`src/rtl/alx_pkg.sv`:
```
// Shared types for the addressable latch.
// Assumes the two control inputs are active low.
package alx_pkg;

    typedef enum logic [1:0] {
        MODE_WRITE  = 2'd0,
        MODE_FREEZE = 2'd1,
        MODE_DEMUX  = 2'd2,
        MODE_CLEAR  = 2'd3
    } alx_mode_e;

    // Map the clear/enable pair to an operating mode.
    function automatic alx_mode_e alx_decode(input logic clr_n, input logic en_n);
        alx_mode_e m;
        case ({clr_n, en_n})
            2'b10:   m = MODE_WRITE;
            2'b11:   m = MODE_FREEZE;
            2'b00:   m = MODE_DEMUX;
            default: m = MODE_CLEAR;
        endcase
        return m;
    endfunction

endpackage

```
`src/rtl/alx_mode_dec.sv`:
```
// Mode decoder: turns the active-low clear and enable into one mode value.
// Purely combinational; assumes inputs are already synchronous to clk.
module alx_mode_dec
    import alx_pkg::*;
(
    input  logic      clr_n,
    input  logic      en_n,
    output alx_mode_e mode
);

    // Decode the control pair.
    always_comb begin
        mode = alx_decode(clr_n, en_n);
    end

endmodule

```
`src/rtl/alx_index_dec.sv`:
```
// Index decoder: one-hot word with bit sel set.
// Assumes NUM equals 2**SEL_W so every select value maps to one bit.
module alx_index_dec #(
    parameter int unsigned SEL_W = 3,
    parameter int unsigned NUM   = 1 << SEL_W
) (
    input  logic [SEL_W-1:0] sel,
    output logic [NUM-1:0]   hit
);

    for (genvar i = 0; i < NUM; i++) begin : g_hit
        // Compare the select against this entry's index.
        assign hit[i] = (sel == SEL_W'(i));
    end

endmodule

```
`src/rtl/alx_store.sv`:
```
// Entry storage: one flop per entry, written by the addressed hit in
// write mode, held in freeze mode, emptied in demux and clear modes.
// Assumes hit is one-hot.
module alx_store
    import alx_pkg::*;
#(
    parameter int unsigned NUM = 8
) (
    input  logic           clk,
    input  logic           rst_n,
    input  alx_mode_e      mode,
    input  logic [NUM-1:0] hit,
    input  logic           din,
    output logic [NUM-1:0] store_q
);

    for (genvar i = 0; i < NUM; i++) begin : g_bit
        // Update entry i according to the current mode.
        always_ff @(posedge clk) begin
            if (!rst_n) begin
                store_q[i] <= 1'b0;
            end else begin
                case (mode)
                    MODE_WRITE:  if (hit[i]) store_q[i] <= din;
                    MODE_FREEZE: store_q[i] <= store_q[i];
                    default:     store_q[i] <= 1'b0;
                endcase
            end
        end
    end

endmodule

```
`src/rtl/alx_out_stage.sv`:
```
// Output stage: shows the storage, or the demultiplexer word while the
// block demultiplexes. COMB=0 registers the word; COMB=1 passes it from
// the inputs in the same cycle. Assumes hit is one-hot.
module alx_out_stage
    import alx_pkg::*;
#(
    parameter int unsigned NUM  = 8,
    parameter bit          COMB = 1'b0
) (
    input  logic           clk,
    input  logic           rst_n,
    input  alx_mode_e      mode,
    input  logic [NUM-1:0] hit,
    input  logic           din,
    input  logic [NUM-1:0] store_q,
    output logic [NUM-1:0] q
);

    logic [NUM-1:0] word_now;
    logic           dmx_now;
    logic [NUM-1:0] word_q;
    logic           dmx_q;

    // Form the demultiplexer word from the live inputs.
    always_comb begin
        dmx_now  = (mode == MODE_DEMUX);
        word_now = dmx_now ? (hit & {NUM{din}}) : '0;
    end

    // Register the word and whether it is being shown.
    always_ff @(posedge clk) begin
        if (!rst_n) begin
            word_q <= '0;
            dmx_q  <= 1'b0;
        end else begin
            word_q <= word_now;
            dmx_q  <= dmx_now;
        end
    end

    if (COMB) begin : g_comb
        // Same-cycle path for the demultiplexer word.
        assign q = dmx_now ? word_now : store_q;
    end else begin : g_reg
        // Registered path for the demultiplexer word.
        assign q = dmx_q ? word_q : store_q;
    end

endmodule

```
`src/rtl/addr_latch_demux.sv`:
```
// Addressable latch with demultiplexer mode (top).
// Four modes from clr_n/en_n: write, freeze, demux, clear. Storage and
// the registered demux word update on the rising edge of clk; rst_n is a
// synchronous active-low reset. Callers keep en_n high while sel moves.
module addr_latch_demux #(
    parameter int unsigned SEL_W      = 3,
    parameter bit          DEMUX_COMB = 1'b0
) (
    input  logic                  clk,
    input  logic                  rst_n,
    input  logic                  clr_n,
    input  logic                  en_n,
    input  logic [SEL_W-1:0]      sel,
    input  logic                  din,
    output logic [(1<<SEL_W)-1:0] q
);

    import alx_pkg::*;

    localparam int unsigned NUM = 1 << SEL_W;

    alx_mode_e      mode;
    logic [NUM-1:0] hit;
    logic [NUM-1:0] store_q;

    alx_mode_dec i_mode_dec (
        .clr_n (clr_n),
        .en_n  (en_n),
        .mode  (mode)
    );

    alx_index_dec #(.SEL_W(SEL_W), .NUM(NUM)) i_index_dec (
        .sel (sel),
        .hit (hit)
    );

    alx_store #(.NUM(NUM)) i_store (
        .clk     (clk),
        .rst_n   (rst_n),
        .mode    (mode),
        .hit     (hit),
        .din     (din),
        .store_q (store_q)
    );

    alx_out_stage #(.NUM(NUM), .COMB(DEMUX_COMB)) i_out_stage (
        .clk     (clk),
        .rst_n   (rst_n),
        .mode    (mode),
        .hit     (hit),
        .din     (din),
        .store_q (store_q),
        .q       (q)
    );

endmodule

```
`config.mk`:
```
export PLATFORM = sky130hd
export DESIGN_NAME = addr_latch_demux
export DESIGN_NICKNAME = d
export VERILOG_FILES = /design/src/rtl/alx_pkg.sv /design/src/rtl/alx_mode_dec.sv /design/src/rtl/alx_index_dec.sv /design/src/rtl/alx_store.sv /design/src/rtl/alx_out_stage.sv /design/src/rtl/addr_latch_demux.sv
export SDC_FILE = /design/constraint.sdc
export NUM_CORES = 1
export LEC_CHECK = 0
export ABC_AREA = 1
export BUFFER_PORTS_ARGS = -buffer_cell sky130_fd_sc_hd__buf_2
export CAP_MARGIN = 30
export CORE_AREA = 2 2 54 61
export CTS_CLUSTER_DIAMETER = 200
export DETAILED_ROUTE_END_ITERATION = 6
export DIE_AREA = 0 0 56 63
export HOLD_SLACK_MARGIN = 0.08
export SLEW_MARGIN = 25
export SYNTH_ARGS = -nofsm -noshare
export SYNTH_HDL_FRONTEND = slang
export SYNTH_SLANG_ARGS = --single-unit
export TNS_END_PERCENT = 10
```
`constraint.sdc`:
```
create_clock -name clk -period 2.09 [get_ports clk]
set_clock_uncertainty 0.1 [all_clocks]
set_input_delay 0.209 -clock clk [delete_from_list [all_inputs] [get_ports clk]]
set_output_delay 0.209 -clock clk [all_outputs]
set_load 0.05 [all_outputs]
```
==> run summary <==
Status = finished clean
Num rows = 21
Setup TNS = 0 ns
Top cells by area, synth = dfxtp_1, mux2_2, nor2_1
Hold endpoint = i_store.store_q[7]$_SDFFE_PN0P_
Core Region = 2940 um^2
CP Max Fanout = 8
Slew @ Worst Pin = 0.418 ns
Crit share post-route = 85.0%
Crit path max-delay family = flip-flops
Layout cells sized above 1 = 31.0%
Hold_sp = rst_n
Num CTS Buffers = 3
CTS tree = built
Routed vias/inst = 4.61
Leakage = 0.453 nW
Top cell type by total area after synthesis = dfxtp_1
Nets = 135
Most common flop cell mapped by yosys = dfxtp_1
Async S/R FF share, synth = 0%
Total power per unit cell area = 623 nW/um^2
Synth Area per Inst = 7.40 um^2
Remaining DRCs = 0
# hold bufs at CTS = 0
Final setup viols = 0
Vias in the first global route = 746
Chip width = 56 um
Worst R2R End = i_store.store_q[3]$_SDFFE_PN0P_
Worst vdd rail ir drop = 0.319 mV
Hold WC Path Type = primary input to register
First-pass GRT wire length = 3.06 mm
Top cells by count, synth = nor2_1, nand2_1, dfxtp_1
Worst skew pair latency = 0.29 ns
Fill cells = 342
RSZ-0062 raised after global routing = false
Most numerous cell in the Yosys netlist = nor2_1
Synthesis-to-finish area growth = 13.7%
Reg2reg setup slack = 1.34 ns
Root buffer cell = clkbuf_4
Post-CTS Setup Bufs = 0
Hold depth = 3
Fmax = 0.563 GHz
# IOs = 16
Clk buf depth = 2
EDFF count, synth = 0
Post-CTS resize count = 0
FF-to-FF Start = i_store.store_q[3]$_SDFFE_PN0P_
Syn nets = 120
Top cell type's share of synthesized area = 41.1%
DRT iter0 DRCs = 7
Cell chain of the critical path = mux2_2, buf_2
Post-DP HPWL = 1.29 mm
Non-Filler Instances = 160
Port Buffer Count = 15
# H-tree levels = 1
Worst rel slew slack = 72.1%
Final hold vios = 0
Total GRT Usage = 10.9%
Post-Synthesis Cells = 112
Drt wl/cell = 11.1 um
RD Place Congestion = 0.711
Max Cap Viol = 0
CP Buf/Inv Count = 1
Post-Route WL = 1.78 mm
Hold WS = 0.126 ns
Register area share after synthesis = 41.1%
Slowest cell on crit path = dfxtp_1
DR pass1 iterations = 4
Final Util = 32.0%
Final max-slew violation count = 0
Overflow after GRT = 0
Die Area = 3530 um^2
Die Span Y = 63 um
Crit. End Element = output pin
DR vias = 737
Clock sink count = 17
Syn Std Cell Area = 828 um^2
CP Class = register to output pin
Largest net degree at the start of global routing = 12
Clock-pin transition on the worst setup and hold timing paths = 0.10 ns
CP startpoint kind = register
Initial antenna violation count = 0
R2R cell count = 3
Crit-path max cell delay = 0.59 ns
Worst EP required = 1.78 ns
Crit path DAT = 1.47 ns
Yosys cell types = 15
Flip-flop and latch count after synthesis = 17
Ant. Diodes = 0
Ys Warns = 0
Post-route minimum period = 1.78 ns
Post-route ant nets = 0
Initial Util = 28.1%
Placed Instances = 156
## layer usage
metal	GRT usage, %	vias to the layer above	share of wire (%)
met5	0	-	0
met4	4.46	0	1.6
met3	1.45	4	3.0
met2	21.0	13	54
met1	11.5	338	41
li1	-	382	-
## power breakdown
group | internal, mW | switching (mW)
clock network | 0.0742 | 0.0984
logic | 0.0235 | 0.0578
registers | 0.329 | 0.00427
## metrics by stage
step           instance area (um^2)  power [mW]  setup slack, ns
3_5_place_dp                    916       0.422            0.632
3_3_place_gp                    916       0.420            0.627
5_1_grt                         942       0.620            0.256
4_1_cts                         942       0.595            0.304
6_report                        942       0.587            0.313
2_1_floorplan                   828       0.400            0.858
## cells in the final DEF, fill, tap and decap left out, drive strengths merged
master | synthesis | layout
nand3 | 8 | 8
inv | 11 | 11
mux2 | 8 | 8
nand4 | 6 | 6
a21boi | 1 | 1
buf | 5 | 15
nor2 | 30 | 30
nand2 | 25 | 25
nor3 | 1 | 1
dfxtp | 17 | 17
clkbuf | 0 | 4
## how the worst max path moves through the flow
stage                                             from    to  slack [ns]  cells after the start
after global routing      i_out_stage.dmx_q$_SDFF_PN0_  q[6]        0.26                      2
after floorplan           i_out_stage.dmx_q$_SDFF_PN0_  q[0]        0.86                      2
after CTS                 i_out_stage.dmx_q$_SDFF_PN0_  q[6]        0.30                      2
final                     i_out_stage.dmx_q$_SDFF_PN0_  q[4]        0.31                      2
after global placement    i_out_stage.dmx_q$_SDFF_PN0_  q[6]        0.63                      2
after detailed placement  i_out_stage.dmx_q$_SDFF_PN0_  q[6]        0.63                      2
## worst register-to-register path, cell delays in order (launching register included)
cell and delay [ns]:
dfxtp_1 0.32, nand2_1 0.05, a21boi_1 0.14, nor2_1 0.05
## layout make-up
type                            count  area [um^2]  share of cell area [%]
Multi-Input combinational cell     79          417                    44.2
Sequential cell                    17          340                    36.1
Inverter                           11         41.3                    4.38
Timing Repair Buffer               15         75.1                    7.97
Clock buffer                        4         26.3                    2.79
Tap cell                           34         42.5                    4.52
## sequential cells by signal, summed over array words and instances, names as in the netlist
name                flops
i_out_stage.dmx_q       1
i_store.store_q         8
i_out_stage.word_q      8
## cell families (layout without fill, tap and decap cells)
logic type / Yosys count / count (layout) / share of synthesized area, %
AND/OR/NAND/NOR: 70 / 70 / 38.5
flip-flops: 17 / 17 / 41.1
multiplexers: 8 / 8 / 10.9
buffers and inverters: 16 / 30 / 8.61
AO/OA/AOI/OAI: 1 / 1 / 0.907
No activity file was read; power rests on OpenSTA's default activity.
